===== src/rtl/alarm_pkg.sv =====
package alarm_pkg;
  localparam int STAT_W       = 16;
  localparam int BIT_ADSCAN   = 1;
  localparam int BIT_FULLSCAN = 7;
  localparam int BIT_RSVD     = 8;
  localparam int BIT_PFALERT  = 11;
  localparam int BIT_SFALERT  = 12;

  localparam logic [7:0] ADDR_STAT = 8'h62;
  localparam logic [7:0] ADDR_RAW  = 8'h64;
  localparam logic [7:0] ADDR_MASK = 8'h66;

  localparam logic [1:0] PINF_ALARM = 2'b10;

  typedef enum logic [1:0] {
    DRV_LOW_HIZ = 2'd0,
    DRV_HIGH_PP = 2'd1,
    DRV_LOW_PP  = 2'd2,
    DRV_SPARE   = 2'd3
  } drv_style_e;
endpackage


===== src/rtl/alarm_raw_gather.sv =====
module alarm_raw_gather
  import alarm_pkg::*;
#(
  parameter int SF_W = 8,
  parameter int PF_W = 8
) (
  input  logic [STAT_W-1:0] flags_i,
  input  logic [SF_W-1:0]   sf_alert_i,
  input  logic [SF_W-1:0]   sf_mask_i,
  input  logic [PF_W-1:0]   pf_alert_i,
  input  logic [PF_W-1:0]   pf_mask_i,
  output logic [STAT_W-1:0] raw_o
);
  localparam logic [STAT_W-1:0] OVERRIDE =
    (STAT_W'(1) << BIT_RSVD) | (STAT_W'(1) << BIT_PFALERT) | (STAT_W'(1) << BIT_SFALERT);

  logic sf_any, pf_any;

  assign sf_any = |(sf_alert_i & sf_mask_i);
  assign pf_any = |(pf_alert_i & pf_mask_i);

  always_comb begin
    raw_o              = flags_i & ~OVERRIDE;
    raw_o[BIT_SFALERT] = sf_any;
    raw_o[BIT_PFALERT] = pf_any;
  end
endmodule


===== src/rtl/alarm_latch_bank.sv =====
module alarm_latch_bank
  import alarm_pkg::*;
(
  input  logic              clk,
  input  logic              rst_n,
  input  logic [STAT_W-1:0] raw_i,
  input  logic [STAT_W-1:0] mask_i,
  input  logic              scan_evt_i,
  input  logic              full_evt_i,
  input  logic [STAT_W-1:0] clr_i,
  output logic [STAT_W-1:0] stat_o,
  output logic [STAT_W-1:0] prev_o
);
  logic [STAT_W-1:0] prev_q, prev_d;
  logic [STAT_W-1:0] stat_q, stat_d;
  logic [STAT_W-1:0] set_v;

  for (genvar b = 0; b < STAT_W; b++) begin : g_bit
    if (b == BIT_RSVD) begin : g_rsvd
      assign set_v[b] = 1'b0;
    end else if (b == BIT_ADSCAN) begin : g_scan
      assign set_v[b] = mask_i[b] & ((raw_i[b] & ~prev_q[b]) | scan_evt_i);
    end else if (b == BIT_FULLSCAN) begin : g_full
      assign set_v[b] = mask_i[b] & ((raw_i[b] & ~prev_q[b]) | full_evt_i);
    end else begin : g_plain
      assign set_v[b] = mask_i[b] & raw_i[b] & ~prev_q[b];
    end
  end

  always_comb begin
    prev_d = raw_i;
    stat_d = (stat_q & ~clr_i) | set_v;
  end

  always_ff @(posedge clk or negedge rst_n) begin
    if (!rst_n) begin
      prev_q <= '0;
      stat_q <= '0;
    end else begin
      prev_q <= prev_d;
      stat_q <= stat_d;
    end
  end

  assign stat_o = stat_q;
  assign prev_o = prev_q;
endmodule


===== src/rtl/alarm_pin_drive.sv =====
module alarm_pin_drive
  import alarm_pkg::*;
(
  input  logic       active_i,
  input  logic [1:0] pin_func_i,
  input  logic [1:0] style_i,
  output logic       pin_out_o,
  output logic       pin_oe_o
);
  always_comb begin
    pin_out_o = 1'b0;
    pin_oe_o  = 1'b0;
    if (pin_func_i == PINF_ALARM) begin
      case (drv_style_e'(style_i))
        DRV_HIGH_PP: begin
          pin_oe_o  = 1'b1;
          pin_out_o = active_i;
        end
        DRV_LOW_PP: begin
          pin_oe_o  = 1'b1;
          pin_out_o = ~active_i;
        end
        default: begin
          pin_oe_o  = active_i;
          pin_out_o = 1'b0;
        end
      endcase
    end
  end
endmodule


===== src/rtl/alarm_latch_ctrl.sv =====
module alarm_latch_ctrl
  import alarm_pkg::*;
#(
  parameter int               SF_W     = 8,
  parameter int               PF_W     = 8,
  parameter int               ADDR_W   = 8,
  parameter logic [STAT_W-1:0] MASK_RST = '0
) (
  input  logic              clk,
  input  logic              rst_n,
  input  logic [STAT_W-1:0] status_flags,
  input  logic [SF_W-1:0]   sf_alert,
  input  logic [SF_W-1:0]   sf_alert_mask,
  input  logic [PF_W-1:0]   pf_alert,
  input  logic [PF_W-1:0]   pf_alert_mask,
  input  logic              scan_evt,
  input  logic              full_scan_evt,
  input  logic              reg_wr,
  input  logic [ADDR_W-1:0] reg_addr,
  input  logic [STAT_W-1:0] reg_wdata,
  output logic [STAT_W-1:0] reg_rdata,
  input  logic [1:0]        pin_func,
  input  logic [1:0]        drive_style,
  output logic              irq,
  output logic              pin_out,
  output logic              pin_oe
);
  localparam logic [ADDR_W-1:0] A_STAT = ADDR_W'(ADDR_STAT);
  localparam logic [ADDR_W-1:0] A_RAW  = ADDR_W'(ADDR_RAW);
  localparam logic [ADDR_W-1:0] A_MASK = ADDR_W'(ADDR_MASK);

  logic [1:0]        rst_sync_q;
  logic              rst_q_n;
  logic [STAT_W-1:0] raw, prev, stat;
  logic [STAT_W-1:0] mask_q, mask_d;
  logic [STAT_W-1:0] clr_v;
  logic              wr_stat, wr_mask;

  always_ff @(posedge clk or negedge rst_n) begin
    if (!rst_n) rst_sync_q <= 2'b00;
    else        rst_sync_q <= {rst_sync_q[0], 1'b1};
  end
  assign rst_q_n = rst_sync_q[1];

  assign wr_stat = reg_wr && (reg_addr == A_STAT);
  assign wr_mask = reg_wr && (reg_addr == A_MASK);

  always_comb begin
    clr_v  = wr_stat ? reg_wdata : '0;
    mask_d = wr_mask ? reg_wdata : mask_q;
  end

  always_ff @(posedge clk or negedge rst_q_n) begin
    if (!rst_q_n) mask_q <= MASK_RST;
    else          mask_q <= mask_d;
  end

  alarm_raw_gather #(.SF_W(SF_W), .PF_W(PF_W)) u_gather (
    .flags_i    (status_flags),
    .sf_alert_i (sf_alert),
    .sf_mask_i  (sf_alert_mask),
    .pf_alert_i (pf_alert),
    .pf_mask_i  (pf_alert_mask),
    .raw_o      (raw)
  );

  alarm_latch_bank u_bank (
    .clk        (clk),
    .rst_n      (rst_q_n),
    .raw_i      (raw),
    .mask_i     (mask_q),
    .scan_evt_i (scan_evt),
    .full_evt_i (full_scan_evt),
    .clr_i      (clr_v),
    .stat_o     (stat),
    .prev_o     (prev)
  );

  always_comb begin
    case (reg_addr)
      A_STAT:  reg_rdata = stat;
      A_RAW:   reg_rdata = raw;
      A_MASK:  reg_rdata = mask_q;
      default: reg_rdata = '0;
    endcase
  end

  assign irq = |stat;

  alarm_pin_drive u_pin (
    .active_i   (irq),
    .pin_func_i (pin_func),
    .style_i    (drive_style),
    .pin_out_o  (pin_out),
    .pin_oe_o   (pin_oe)
  );
endmodule


===== config.mk =====
export PLATFORM = sky130hd
export DESIGN_NAME = alarm_latch_ctrl
export DESIGN_NICKNAME = d
export VERILOG_FILES = /design/src/rtl/alarm_pkg.sv /design/src/rtl/alarm_raw_gather.sv /design/src/rtl/alarm_latch_bank.sv /design/src/rtl/alarm_pin_drive.sv /design/src/rtl/alarm_latch_ctrl.sv
export SDC_FILE = /design/constraint.sdc
export NUM_CORES = 1
export LEC_CHECK = 0
export BUFFER_PORTS_ARGS = -buffer_cell sky130_fd_sc_hd__clkbuf_2
export CAP_MARGIN = 15
export CORE_ASPECT_RATIO = 0.8
export CORE_UTILIZATION = 49
export CTS_CLUSTER_DIAMETER = 200
export DETAILED_ROUTE_END_ITERATION = 8
export GPL_ROUTABILITY_DRIVEN = 0
export PLACE_DENSITY_LB_ADDON = 0.1
export SYNTH_ARGS = -nofsm -noshare
export SYNTH_HDL_FRONTEND = slang
export SYNTH_SLANG_ARGS = --single-unit

===== constraint.sdc =====
create_clock -name clk -period 2.1 [get_ports clk]
set_input_delay 0.42 -clock clk [delete_from_list [all_inputs] [get_ports clk]]
set_output_delay 0.42 -clock clk [all_outputs]
set_load 0.05 [all_outputs]

# ---- After elaboration in Yosys (flattened, before gate mapping)
# Index checks and enable logic that the tools add are counted.
dict set report word_totals {
  ff_bits 49
  output_inout_bits 19
}
dict set report op_classes {
  reduce_logical 6
  n_mux 6
  n_bitwise 53
  n_eq_ne 6
}
# operator count
set op_table {}
lappend op_table {{$pmux W16 S3} 1}
lappend op_table {{$and A1 B1 Y1} 30}
lappend op_table {{$eq A8 B7 Y1 const B} 3}
lappend op_table {{$and A16 B16 Y16} 1}
lappend op_table {{$and A8 B8 Y8} 2}
lappend op_table {{$mux W16} 1}
lappend op_table {{$not A1 Y1} 16}
lappend op_table {{$not A16 Y16} 1}
lappend op_table {{$or A16 B16 Y16} 1}
lappend op_table {{$reduce_or A16 Y1} 1}
lappend op_table {{$reduce_or A8 Y1} 2}
lappend op_table {{$eq A2 B2 Y1 const B} 2}
lappend op_table {{$mux W1} 3}
lappend op_table {{$eq A2 B1 Y1 const B} 1}
lappend op_table {{$logic_and A1 B1 Y1} 2}
lappend op_table {{$or A1 B1 Y1} 2}
lappend op_table {{$pmux W1 S2} 1}
lappend op_table {{$reduce_or A2 Y1} 1}

# ---- Logic depth before layout (Yosys ltp)
dict set report logic_depth {
  depth_word 6
  depth_mapped 5
}

# ---- Hierarchy
# From an unflattened synthesis, not the netlist that was laid out.
dict set report unflattened {
  hier_cells 237
  area_unflattened_um2 2581.2
}
# mod instances area_each_um2 cells_each
set by_module_without_submodules {}
lappend by_module_without_submodules {alarm_latch_ctrl 1 1285.0 121}
lappend by_module_without_submodules {alarm_latch_bank 1 1031.0 80}
lappend by_module_without_submodules {alarm_raw_gather 1 196.4 27}
lappend by_module_without_submodules {alarm_pin_drive 1 68.8 9}

# ---- Worst setup path before layout
# No wires, ideal clock.
dict set report synth_path {
  path_type {in2out}
  from {input reg_addr[0]}
  to {output reg_rdata[8]}
  n_path_buf 0
  path_stages 3
  required_ps 1680
  arrival_time_ps 2165
  path_slack_ps -485
  cell_sequence {nor4b_1 nand2_1 nor3b_1}
}
dict set report synth_between {
  elab_chain_len 2
  word_cells_on_any_way 4
  cone_classes {eq/ne: 3; mux: 1}
}
# item line_no
set synth_rtl {}
lappend synth_rtl {{from (decl)} alarm_latch_ctrl.sv:19} ;# input logic [ADDR_W-1:0] reg_addr,
lappend synth_rtl {{$eq A8 B7 Y1} alarm_latch_ctrl.sv:80} ;# case (reg_addr)
lappend synth_rtl {{$pmux W16 S3 *} alarm_latch_ctrl.sv:80}
lappend synth_rtl {{to (decl)} alarm_latch_ctrl.sv:21} ;# output logic [STAT_W-1:0] reg_rdata,
# Every way passes the cells marked *; elsewhere a longest branch is shown, timed or not.

# ---- Worst setup path after layout
dict set report layout_path {
  from {register u_bank.stat_q[7], in the netlist u_bank.stat_o[7]}
  to {output pin_out}
}
dict set report layout_between {
  elab_chain_len 4
}
# item line_no
set layout_rtl {}
lappend layout_rtl {{from (decl)} alarm_latch_bank.sv:15} ;# logic [STAT_W-1:0] stat_q, stat_d;
lappend layout_rtl {{from (signal assigned)} alarm_latch_bank.sv:41} ;# stat_q <= stat_d;
lappend layout_rtl {{$reduce_or A16 Y1 *} alarm_latch_ctrl.sv:88} ;# assign irq = |stat;
lappend layout_rtl {{$not A1 Y1} alarm_pin_drive.sv:21} ;# pin_out_o = ~active_i;
lappend layout_rtl {{$pmux W1 S2 *} alarm_pin_drive.sv:14} ;# case (drv_style_e'(style_i))
lappend layout_rtl {{$mux W1 *} alarm_pin_drive.sv:13} ;# if (pin_func_i == PINF_ALARM) begin
lappend layout_rtl {{to (decl)} alarm_latch_ctrl.sv:25} ;# output logic pin_out,
# Marked as above.

==> flow_results.xml <==
<?xml version="1.0" encoding="UTF-8"?>
<metrics>
  <group name="outcome">
    <metric name="status" unit="">finished with violations</metric>
    <metric name="failing_checks" unit="">negative setup slack</metric>
  </group>
  <group name="synth">
    <metric name="yosysUniqueCellTypes" unit="">32</metric>
    <metric name="yosysWarningCount" unit="">0</metric>
    <metric name="ys_seq_area_frac" unit="">0.479</metric>
    <metric name="compound_cell_area_share_of_the_yosys_netlist" unit="">0.150</metric>
    <metric name="ff_latch_count_synth" unit="">49</metric>
    <metric name="synth_top_family_by_area" unit="">multiplexers</metric>
    <metric name="synth_nets" unit="">315</metric>
    <metric name="synth_xor_area_frac" unit="">0</metric>
    <metric name="syn_area_per_cell" unit="um^2">11.0</metric>
    <metric name="ys_dominant_reg_cell" unit="">dfrtp_1</metric>
    <metric name="synth_adder_area_share" unit="">0.00978</metric>
    <metric name="synth_simple_gate_area_frac" unit="">0.154</metric>
    <metric name="ys_async_sr_fraction" unit="">1.00</metric>
    <metric name="post_synth_mux_area_share" unit="">0.159</metric>
    <metric name="count_of_flip_flops_with_a_built_in_enable_after_synthesis" unit="">0</metric>
    <metric name="cell_area_after_synthesis" unit="um^2">2560</metric>
    <metric name="post_synth_inst_count" unit="">232</metric>
  </group>
  <group name="worst_setup_path">
    <metric name="critical-path-max-stage-delay" unit="ps">410</metric>
    <metric name="crit_chain" unit="">nor4_2, and4_4, mux2i_2, clkbuf_8</metric>
    <metric name="slowest_stage" unit="">dfrtp_1</metric>
    <metric name="peak_fanout_along_the_critical_path" unit="">3</metric>
    <metric name="timing.critical_path.required" unit="ps">1680</metric>
    <metric name="crit_end_category" unit="">primary output</metric>
    <metric name="worst_r2r_startpoint" unit="">u_bank.stat_o[0]</metric>
    <metric name="critical-path-top-delay-family" unit="">simple AND/OR/NAND/NOR gates</metric>
    <metric name="setup.worst_path.class" unit="">flop to primary output</metric>
    <metric name="worstPathArrival" unit="ps">1740</metric>
    <metric name="startpoint" unit="">u_bank.stat_o[7]</metric>
    <metric name="crit_buf_inv" unit="">1</metric>
    <metric name="start_kind" unit="">flop</metric>
  </group>
  <group name="global_route">
    <metric name="global_route.overflow_total" unit="">0</metric>
    <metric name="met1_usage" unit="">0.331</metric>
    <metric name="grt_antenna_before_repair" unit="">0</metric>
    <metric name="grt_first_pass_wirelength" unit="um">10000</metric>
    <metric name="grt_usage" unit="">0.236</metric>
    <metric name="grt_start_max_net_pins" unit="">48</metric>
    <metric name="grt_busiest_layer" unit="">met2</metric>
    <metric name="met2_usage" unit="">0.358</metric>
    <metric name="grt_pass1_vias" unit="">2055</metric>
    <metric name="groute.layer.met3.usage" unit="">0.0595</metric>
  </group>
  <group name="cts">
    <metric name="number_of_buffers_inserted_during_clock_tree_synthesis" unit="">5</metric>
    <metric name="clock_insertion_delay_worst_skew" unit="ps">310</metric>
    <metric name="cts_sinks" unit="">49</metric>
    <metric name="cts_root_buf" unit="">clkbuf_8</metric>
    <metric name="cts_tree" unit="">yes</metric>
    <metric name="cts_max_path_buffers" unit="">2</metric>
    <metric name="htree_num_levels" unit="">2</metric>
    <metric name="clk_pin_slew" unit="ps">90</metric>
  </group>
  <group name="floorplanning">
    <metric name="chipWidth" unit="um">82.8</metric>
    <metric name="rows" unit="">23</metric>
    <metric name="io-pin-count" unit="">100</metric>
    <metric name="fp.dieH" unit="um">66.7</metric>
    <metric name="core" unit="um^2">5010</metric>
    <metric name="die_area" unit="um^2">5520</metric>
    <metric name="effective_utilization_at_floorplan" unit="">0.511</metric>
  </group>
  <group name="drt">
    <metric name="detailroute.via_count" unit="">2256</metric>
    <metric name="finalWirelength" unit="um">6510</metric>
    <metric name="route.antenna.remaining_nets" unit="">0</metric>
    <metric name="via_per_instance_ratio" unit="">5.63</metric>
    <metric name="routedWlPerCell" unit="um">16.2</metric>
    <metric name="first_iter_violations" unit="">120</metric>
    <metric name="drt-pass1-iter-count" unit="">4</metric>
    <metric name="drc" unit="">0</metric>
  </group>
  <group name="power">
    <metric name="powerDensity" unit="nW/um^2">621</metric>
    <metric name="power_leakage" unit="nW">1.61</metric>
    <metric name="vdd_ir_drop_max" unit="mV">0.443</metric>
  </group>
  <group name="final_layout">
    <metric name="layout.area.seq" unit="um^2">1230</metric>
    <metric name="final_cell_area" unit="um^2">3510</metric>
    <metric name="number_of_nets_at_the_end_of_the_flow" unit="">421</metric>
    <metric name="insertedDiodeCount" unit="">0</metric>
    <metric name="instances_no_fill" unit="">401</metric>
    <metric name="syn2layout_area_growth" unit="%">37.1</metric>
    <metric name="n_fill_cell" unit="">399</metric>
    <metric name="drive_above_1_share" unit="">0.484</metric>
    <metric name="multiInputGateArea" unit="um^2">1280</metric>
  </group>
  <group name="place">
    <metric name="placement.setup.worst_slack" unit="ps">-40.2</metric>
    <metric name="numPortBuffers" unit="">96</metric>
    <metric name="detail_placement_hpwl" unit="um">4560</metric>
    <metric name="placed_area" unit="um^2">3320</metric>
    <metric name="placed_cells" unit="">386</metric>
  </group>
  <group name="timing">
    <metric name="fin_worst_hold_slack" unit="ps">239</metric>
    <metric name="final.setup_skew" unit="ps">8.43</metric>
    <metric name="worst_slew_pin_slew" unit="ps">597</metric>
    <metric name="worst_slack" unit="ps">-62.5</metric>
    <metric name="max_slew_margin" unit="">0.602</metric>
    <metric name="rsz0062_at_grt" unit="">true</metric>
    <metric name="number_of_slew_limit_violations_in_the_final_report" unit="">0</metric>
    <metric name="post-route-period-util" unit="">1.03</metric>
    <metric name="clock.fmax" unit="MHz">462</metric>
    <metric name="setup_viol" unit="">1</metric>
    <metric name="fin_crit" unit="ps">2160</metric>
    <metric name="finalHoldViolCount" unit="">0</metric>
    <metric name="setup-tns-final" unit="ps">-62.5</metric>
  </group>
  <group name="min_path">
    <metric name="hold_path_origin" unit="">status_flags[7]</metric>
    <metric name="worstHoldPathType" unit="">primary input to flop</metric>
  </group>
  <group name="job">
    <metric name="maxCapViolCount" unit="">0</metric>
  </group>
</metrics>
[power breakdown]
part	switching, W	internal, W	total (W)
clock	0.000317	0.000236	0.000553
sequential	0.0000919	0.00105	0.00114
combinational	0.000219	0.000268	0.000487
[repair_timing]
| action | in CTS | in global routing |
|---|---|---|
| endpoints found under the setup margin | 5 | 6 |
| buffers inserted | 4 | 2 |
| hold buffers | 1 | 0 |
| endpoints found under the hold margin | 2 | 0 |
| gates resized for setup | 9 | 4 |
| pin swaps | 4 | 2 |
[cell usage in the layout, fill, tap and decap left out, types with 2 or more instances in the layout]
| cell type | synthesis | routed |
|---|---|---|
| a22oi_1 | 21 | 21 |
| buf_4 | 0 | 18 |
| nand3b_1 | 14 | 14 |
| inv_1 | 10 | 10 |
| nor2_1 | 13 | 12 |
| ha_1 | 2 | 2 |
| clkbuf_2 | 0 | 83 |
| o41ai_1 | 13 | 13 |
| mux2_4 | 10 | 10 |
| o32ai_1 | 2 | 2 |
| nand2_1 | 18 | 18 |
| nor4_2 | 0 | 4 |
| clkbuf_1 | 13 | 2 |
| nor3_1 | 2 | 2 |
| o21ai_0 | 13 | 13 |
| clkbuf_8 | 0 | 6 |
| and4_1 | 3 | 2 |
| nand3_1 | 2 | 2 |
| nor2b_1 | 5 | 5 |
| mux2_2 | 21 | 21 |
| dfrtp_1 | 49 | 48 |
| nand4b_1 | 2 | 2 |
| buf_12 | 1 | 11 |
[cell usage after synthesis (3+ instances only)]
master     n  area share
and4_1     3       0.010
nand3b_1  14       0.041
nor2_1    13       0.019
o41ai_1   13       0.044
nor4_1     4      0.0098
mux2_2    21       0.092
a22oi_1   21       0.062
clkbuf_1  13       0.019
mux2_4    10       0.059
o21ai_0   13       0.025
dfrtp_1   49        0.48
inv_1     10       0.015
nand2_1   18       0.026
nor2b_1    5       0.012
[cell families after synthesis]
family | Yosys count
other cells | 1
buf+inv | 26
fa+ha+maj | 2
simple gates | 68
flops | 49
mux | 33
compound gates | 53
[sequential cells by signal, indices dropped and copies added (netlist names)]
signal         flops
u_bank.stat_o     16
mask_q            16
rst_sync_q         2
u_bank.prev_o     15
[area by class of cell]
class                           instances  share of cell area
Multi-Input combinational cell        157               0.366
Sequential cell                        49               0.350
Timing Repair Buffer                  115               0.228
Tap cell                               62              0.0221
Clock buffer                            7              0.0217
Inverter                               10              0.0107
Clock inverter                          1             0.00214
[final timing paths]
path                       cells after the start          endpoint  slack (ps)
max in group asynchronous                      1        mask_q[12]        1350
max                                            4           pin_out         -60
max reg2reg                                    3  u_bank.stat_o[0]        1220
min in group asynchronous                      1  u_bank.stat_o[2]         350
min reg2reg                                    1  u_bank.stat_o[2]         350
min                                            1  u_bank.prev_o[7]         240
[stage by stage]
step | total power (W) | util
after floorplan | 0.00138 | -
after global placement | 0.00154 | 0.663
after detailed placement | 0.00156 | 0.663
after CTS | 0.00215 | 0.695
after global routing | 0.00228 | 0.701
final | 0.00218 | 0.701
[worst register-to-register path, delay by kind of cell, from the launching register on]
kind,cells,cell delay [ps]
flops,1,420
compound gates,2,180
buf+inv,1,160
[routing by layer]
| layer | vias to the layer above | share of wire |
|---|---|---|
| li1 | 1071 | - |
| met2 | 83 | 0.46 |
| met3 | 10 | 0.061 |
| met5 | - | 0 |
| met4 | 0 | 0.015 |
| met1 | 1092 | 0.47 |
Note: power is estimated with default switching activity, not from simulation.
